--- src/rtl/cfg_mclk_pkg.sv ---
package cfg_mclk_pkg;
  localparam logic [1:0] MODE_MASTER = 2'b01;

  // Half period, in oscillator cycles, selected by a rate code.
  function automatic int half_of(input int code, input int def_half);
    int h;
    h = def_half >> code;
    if (h < 1) h = 1;
    return h;
  endfunction
endpackage

--- src/rtl/cfg_done_sync.sv ---
module cfg_done_sync #(
  parameter int STAGES = 2
) (
  input  logic clk,
  input  logic rst,
  input  logic d,
  output logic q
);
  logic [STAGES-1:0] sr;

  for (genvar i = 0; i < STAGES; i++) begin : g_stage
    if (i == 0) begin : g_first
      always_ff @(posedge clk)
        if (rst) sr[0] <= 1'b0;
        else     sr[0] <= d;
    end else begin : g_next
      always_ff @(posedge clk)
        if (rst) sr[i] <= 1'b0;
        else     sr[i] <= sr[i-1];
    end
  end

  assign q = sr[STAGES-1];
endmodule

--- src/rtl/cfg_rate_div.sv ---
module cfg_rate_div #(
  parameter int DEF_HALF = 20,
  localparam int CNT_W = $clog2(DEF_HALF + 1)
) (
  input  logic             clk,
  input  logic             rst,
  input  logic             en,
  input  logic             pend_vld,
  input  logic [CNT_W-1:0] pend_half,
  output logic             cclk,
  output logic             take,
  output logic             fall_ev,
  output logic [CNT_W-1:0] half_cur
);
  logic [CNT_W-1:0] cnt;
  logic             wrap;

  assign wrap    = en && (cnt == half_cur - 1'b1);
  assign take    = wrap && !cclk && pend_vld;
  assign fall_ev = wrap && cclk;

  always_ff @(posedge clk) begin
    if (rst) begin
      cnt      <= '0;
      cclk     <= 1'b0;
      half_cur <= CNT_W'(DEF_HALF);
    end else if (!en) begin
      cnt  <= '0;
      cclk <= 1'b0;
    end else if (wrap) begin
      cnt  <= '0;
      cclk <= ~cclk;
      if (take) half_cur <= pend_half;
    end else begin
      cnt <= cnt + 1'b1;
    end
  end
endmodule

--- src/rtl/cfg_runon_ctr.sv ---
module cfg_runon_ctr #(
  parameter int RUNON = 100,
  localparam int RUN_W = $clog2(RUNON + 1)
) (
  input  logic clk,
  input  logic rst,
  input  logic done_s,
  input  logic fall_ev,
  output logic stopped,
  output logic [RUN_W-1:0] n_falls
);
  always_ff @(posedge clk) begin
    if (rst) begin
      n_falls <= '0;
      stopped <= 1'b0;
    end else if (done_s && !stopped && fall_ev) begin
      n_falls <= n_falls + 1'b1;
      if (n_falls == RUN_W'(RUNON - 1)) stopped <= 1'b1;
    end
  end
endmodule

--- src/rtl/cfg_mclk_gen.sv ---
module cfg_mclk_gen #(
  parameter int DEF_HALF = 20,
  parameter int SEL_W    = 2,
  parameter int RUNON    = 100,
  localparam int CNT_W   = $clog2(DEF_HALF + 1),
  localparam int RUN_W   = $clog2(RUNON + 1)
) (
  input  logic             clk,
  input  logic             rst,
  input  logic [1:0]       mode_pins,
  input  logic [SEL_W-1:0] freq_sel,
  input  logic             freq_load,
  input  logic             done_in,
  output logic             cclk_o,
  output logic             cclk_oe
);
  import cfg_mclk_pkg::*;

  if (RUNON < 100 || RUNON > 500) begin : g_bad_runon
    $error("RUNON must lie within 100..500");
  end

  logic             is_master;
  logic             done_s;
  logic             stopped;
  logic             en;
  logic             take;
  logic             fall_ev;
  logic             pend_vld;
  logic [CNT_W-1:0] pend_half;
  logic [CNT_W-1:0] half_cur;
  logic [RUN_W-1:0] n_falls;
  logic             oe_q;

  assign is_master = (mode_pins == MODE_MASTER);
  assign en        = is_master && !stopped;

  always_ff @(posedge clk) begin
    if (rst) begin
      pend_vld  <= 1'b0;
      pend_half <= CNT_W'(DEF_HALF);
    end else if (freq_load) begin
      pend_vld  <= 1'b1;
      pend_half <= CNT_W'(half_of(int'(freq_sel), DEF_HALF));
    end else if (take) begin
      pend_vld <= 1'b0;
    end
  end

  always_ff @(posedge clk) oe_q <= is_master;

  cfg_done_sync #(.STAGES(2)) u_sync (
    .clk(clk), .rst(rst), .d(done_in), .q(done_s)
  );

  cfg_rate_div #(.DEF_HALF(DEF_HALF)) u_div (
    .clk(clk), .rst(rst), .en(en), .pend_vld(pend_vld),
    .pend_half(pend_half), .cclk(cclk_o), .take(take),
    .fall_ev(fall_ev), .half_cur(half_cur)
  );

  cfg_runon_ctr #(.RUNON(RUNON)) u_run (
    .clk(clk), .rst(rst), .done_s(done_s), .fall_ev(fall_ev),
    .stopped(stopped), .n_falls(n_falls)
  );

  assign cclk_oe = oe_q;
endmodule

--- config.mk ---
export PLATFORM = sky130hd
export DESIGN_NAME = cfg_mclk_gen
export DESIGN_NICKNAME = d
export VERILOG_FILES = /design/src/rtl/cfg_mclk_pkg.sv /design/src/rtl/cfg_done_sync.sv /design/src/rtl/cfg_rate_div.sv /design/src/rtl/cfg_runon_ctr.sv /design/src/rtl/cfg_mclk_gen.sv
export SDC_FILE = /design/constraint.sdc
export NUM_CORES = 1
export LEC_CHECK = 0
export CAP_MARGIN = 15
export CELL_PAD_IN_SITES_DETAIL_PLACEMENT = 0
export CELL_PAD_IN_SITES_GLOBAL_PLACEMENT = 1
export CORE_MARGIN = 2
export CORE_UTILIZATION = 23
export CTS_BUF_LIST = sky130_fd_sc_hd__clkbuf_4
export CTS_CLUSTER_DIAMETER = 30
export DETAILED_ROUTE_END_ITERATION = 8
export HOLD_SLACK_MARGIN = 0.06
export PLACE_DENSITY = 0.58
export RECOVER_POWER = 100
export SLEW_MARGIN = 20
export SYNTH_ARGS = -nofsm -noshare
export SYNTH_HDL_FRONTEND = slang
export SYNTH_SLANG_ARGS = --single-unit
--- constraint.sdc ---
create_clock -name clk -period 2.28 [get_ports clk]
set_input_delay 0.228 -clock clk [delete_from_list [all_inputs] [get_ports clk]]
set_output_delay 0.228 -clock clk [all_outputs]
set_load 0.01 [all_outputs]
* Word-level counts from Yosys, hierarchy flattened
Cells that the tools add are included.
Widths: inputs -> output; s select.
** Storage, ports and cells
- Register bits after elaboration :: 28
- ROM bits :: 0
- Output and inout port bits :: 2
- Latch bits :: 0
- RAM bits :: 0
- Word-level logic and storage cells :: 37
- Input port bits :: 8
- Memories :: 0
** Cells by class
- Reductions and logical operators :: 14
- Bitwise logic cells :: 2
- Muxes and demuxes :: 3
- Add/subtract/negate cells :: 3
- Shift operators :: 1
- Order comparisons :: 1
- Div/mod/pow operators :: 0
- $mul :: 0
- Equality and inequality tests :: 3
** Operator list (count)
- $lt 32x2->1 const B :: 1
- $shr 5x2->32 const A :: 1
- $add 7x1->7 const B :: 1
- $eq 7x7->1 const B :: 1
- $logic_and 1x1->1 :: 7
- $add 5x1->5 const B :: 1
- $eq 5x5->1 :: 1
- $mux 5 :: 1
- $sub 5x1->5 const B :: 1
- $reduce_and 3->1 :: 1
- $reduce_or 3->1 :: 1
- $eq 2x1->1 const B :: 1
- $logic_not 1->1 :: 2
- $mux 1 :: 2
- $not 1->1 :: 2
- $reduce_and 2->1 :: 1
- $reduce_bool 2->1 :: 1
- $reduce_or 2->1 :: 1

* Depth between registers and ports, before layout
- Depth in word-level cells :: 7
- Depth in mapped cells :: 7

* Modules after synthesis
From an unflattened synthesis, not the netlist that was laid out.
** Unflattened totals
- Cell total of the unflattened synthesis :: 132
- Area total of the unflattened synthesis :: 1272.5 um^2
** Modules (own cells, without submodules)
- cfg_rate_div :: cells each 64, area an instance 610.6 um^2, instances 1
- cfg_runon_ctr :: cells each 40, area an instance 361.6 um^2, instances 1
- cfg_mclk_gen :: cells each 24, area an instance 247.7 um^2, instances 1
- cfg_done_sync :: cells each 4, area an instance 52.6 um^2, instances 1

* Worst setup path before layout
Ideal clock, no wire load.
- Path kind :: register to register
- From :: register u_div.half_cur[0]
- To :: register u_run.n_falls[0]
- Clock period less this slack :: 2.190 ns
- Cell stages (with the launch flop) :: 8
- Slack :: 0.090 ns
- Data arrival time :: 2.067 ns
- Library setup time :: 0.123 ns
- Cell sequence :: dfxtp_1 > inv_1 > ha_1 > xnor2_1 > or3_1 > buf_6 > a2111oi_2 > mux2_1
** Between the ends
- Longest elaborated chain between the ends :: 5
** Ends and longest elaborated chain
- start, declared :: RTL line cfg_rate_div.sv:13 : output logic [CNT_W-1:0] half_cur
- start signal, assigned :: RTL line cfg_rate_div.sv:26 : half_cur <= CNT_W'(DEF_HALF);
- start signal, assigned :: RTL line cfg_rate_div.sv:33 : if (take) half_cur <= pend_half;
- $sub 5x1->5 :: RTL line cfg_rate_div.sv:18 : assign wrap = en && (cnt == half_cur - 1'b1);
- $eq 5x5->1 :: RTL line cfg_rate_div.sv:18
- $logic_and 1x1->1 :: RTL line cfg_rate_div.sv:18
- $logic_and 1x1->1 :: RTL line cfg_rate_div.sv:20 : assign fall_ev = wrap && cclk;
- $logic_and 1x1->1 :: RTL line cfg_runon_ctr.sv:16 : end else if (done_s && !stopped && fall_ev) begin
- end signal, assigned :: RTL line cfg_runon_ctr.sv:17 : n_falls <= n_falls + 1'b1;
- end, declared :: RTL line cfg_runon_ctr.sv:10 : output logic [RUN_W-1:0] n_falls
Every way passes these cells.
A chain may end at the register's enable or synchronous reset.

* Final worst setup path
- From :: register u_div.half_cur[0]
- To :: register u_run.n_falls[6]
The elaborated chain is that of the path after synthesis.

==> impl_metrics.yaml <==
status:
  status: "complete, no violations"
floorplan:
  core-area_um2: 5851
  die_x_um: 81.46
  start_util: 0.2359
  die_y_um: 81.46
  top_level_ports: 10
  std_cell_rows: 28
  design.die.area_um2: 6636
power:
  powerDensity_nw_per_um2: 530.4
  irDropWorstVdd_mv: 0.2998
  power_w: 0.0008826
  leakagePower_nw: 0.5682
grt:
  grtUsageMet3: 0.009890
  antenna_found_initial: 0
  grt_use_total: 0.08929
  grt.busiest_layer: "met2"
  met2_usage: 0.1426
  grt_max_degree: 35
  overflow: 0
  first_global_vias: 959
  grt_util_met1: 0.1191
  grt_pass1_wl_mm: 4.581
setup_path:
  startpoint_type: "flip-flop"
  r2r_cells: 7
  arrival_ps: 2450
  critPathMaxFanout: 7
  crit_type: "reg -> reg"
  crit_path_end_kind: "flip-flop"
  cp.required_ps: 2510
routing:
  drt-pass1-iter-count: 4
  drt_iter0_drc: 97
  post_drt_wl_per_cell_um: 11.52
  drc: 0
  via_per_inst: 4.409
  routed_wl_mm: 2.731
  ant_nets: 0
  vias: 1045
yosys:
  yosysTopAreaCellShare: 0.4062
  synthesis.nets: 157
  syn_area_um2: 1380
  ys_seq_elements: 28
  yosysSeqAreaShare: 0.4062
  synth_area_leaders: "dfxtp_1 (41%), mux2_1 (4.9%), nor2_1 (4.6%), mux2i_1 (4.4%), nand2b_1 (4.1%)"
  yosysTopAreaCell: "dfxtp_1"
  ys.warnings.count: 0
  ys_types: 38
  syn_area_per_cell_um2: 9.453
  synth_cells: 146
cts:
  clockBufferDepth: 2
  htree_levels: 1
  insertion_delay_ps: 330
  root_buffer: "clkbuf_4"
  cts_tree: "done"
  cts_hold_buf: 0
  clkSinkCount: 28
  cts_buffers: 3
  path_clk_slew_ps: 170
timing:
  slew_headroom: 0.1421
  final_max_slew_viol_count: 0
  setup_ws_ps: 59.15
  tns_ps: 0
  fmax_mhz: 450.3
  min_period_ps: 2221
  fin_crit_sh: 0.9741
  setup_viol: 0
  final_hold_viol_count: 0
  clock_skew_ps: 15.43
  worst_pin_slew_ps: 1287
run:
  max_cap_viol_count: 0
layout:
  multi_input_area_um2: 778.2
  nFillCells: 622
  nets: 174
  seq_area_um2: 563.0
  drive_gt1_frac: 0.1420
  area_growth_pct: 20.58
  num_antenna_cells: 0
placement:
  gp_congestion: 0.7826
  pre_cts_slack_ps: -251.6
  place_hpwl_mm: 2.040
  io_buffer_count: 9
min_path:
  hold_path_depth: 2
  hold_class: "in -> reg"
## cell families (layout without fill, tap and decap cells)
| kind of cell | after synthesis | in the layout | share of synthesized area |
|---|---|---|---|
| fa+ha+maj | 3 | 3 | 0.02720 |
| flops | 28 | 28 | 0.4062 |
| mux | 13 | 13 | 0.1006 |
| buf+inv | 12 | 28 | 0.03808 |
| simple gates | 63 | 63 | 0.2448 |
| compound gates | 18 | 18 | 0.1260 |
| xor+xnor | 9 | 9 | 0.05712 |
## worst max-delay path, cell delays in order (launching register included)
cell	delay [ps]
dfxtp_2	370
inv_1	40
ha_2	280
xnor2_1	130
or3_4	430
clkbuf_4	160
a2111oi_2	370
mux2_1	350
## per-layer routing
metal	up-vias	part of all wire	routed length, um
met2	6	0.48	1298
met1	490	0.50	1354
met3	2	0.011	29
met4	0	0.018	49
met5	-	0	0
li1	547	-	-
## stage by stage
step	util	std cells	hold WS (ps)	cell area [um^2]
floorplan	-	146	299.6	1380
global placement	0.2731	232	424.2	1598
detailed placement	0.2731	232	423.9	1598
CTS	0.2829	236	435.1	1655
global route	0.2844	237	439.9	1664
finish	0.2844	237	445.6	1664
## cell usage in the layout (no fill, tap or decap), types with 2 or more instances in the layout
cell and n:
a2111oi_2 2, nand3_1 3, xnor2_1 6, mux2_1 6, nand4_1 5, buf_4 4, o31ai_1 2, dlygate4sd3_1 4
mux2i_1 6, dfxtp_2 2, nor3_1 5, nor2b_1 9, nand2_1 6, a2111oi_0 2, clkbuf_4 5, a21oi_1 4
clkdlybuf4s50_1 5, nand2b_1 9, ha_1 2, nor2_1 17, xor2_1 3, inv_1 5, dfxtp_1 26, clkbuf_1 3
## layout make-up
cell class                 instances  area share
inverter                           5     0.01128
timing repair buffer              19     0.09474
sequential                        28      0.3383
clock inverter                     1     0.01805
tap                               75     0.05639
multi-input combinational        106      0.4677
clock buffer                       3     0.01353
## synth_stat cells (all sizes together)
cell type  instances
xor2               3
or4                1
nand3              3
mux2i              6
or2b               1
a2111o             1
clkbuf             5
nand4              5
or3b               1
nor3               5
inv                5
mux2               7
o31ai              2
ha                 3
a221o              1
buf                2
o21ai              1
o21ba              1
nor3b              1
nand2b             9
nor2              17
xnor2              6
or3                1
and3b              1
or2                1
dfxtp             28
a2111oi            6
and3               1
a21oi              4
nand3b             1
nor2b              9
nand2              6
a211oi             2
## path summary, 6_finish.rpt
path                          start          endpoint  slack [ps]
setup / recovery  u_div.half_cur[0]  u_run.n_falls[6]          60
hold / removal              done_in      u_sync.sr[0]         450
setup reg to reg  u_div.half_cur[0]  u_run.n_falls[6]          60
hold reg to reg        u_sync.sr[0]          u_sync.q         460
## what timing repair did
action / 4_1_cts / 5_1_grt
resized for setup: 1 / 6
pin swaps: 0 / 3
buffers inserted: 0 / 1
setup endpoints to repair: 7 / 13
hold endpoints to repair: 0 / 0
cloned: 0 / 0
## report_power, final
part	switching, W	internal (W)	leakage [nW]
Sequential	0.00000465	0.000499	0.229
Combinational	0.0000237	0.0000243	0.312
Clock	0.000153	0.000178	0.0279
Total	0.000182	0.000701	0.568
## registers in the layout (all words and copies together) (netlist names)
| signal | count |
|---|---|
| u_div.cnt | 5 |
| cclk_oe | 1 |
| u_div.half_cur | 5 |
| u_run.n_falls | 7 |
| u_sync.q | 1 |
| pend_half | 5 |
| u_run.stopped | 1 |
| u_sync.sr | 1 |
| pend_vld | 1 |
| u_div.cclk | 1 |
(Power assumes the default switching activity.)
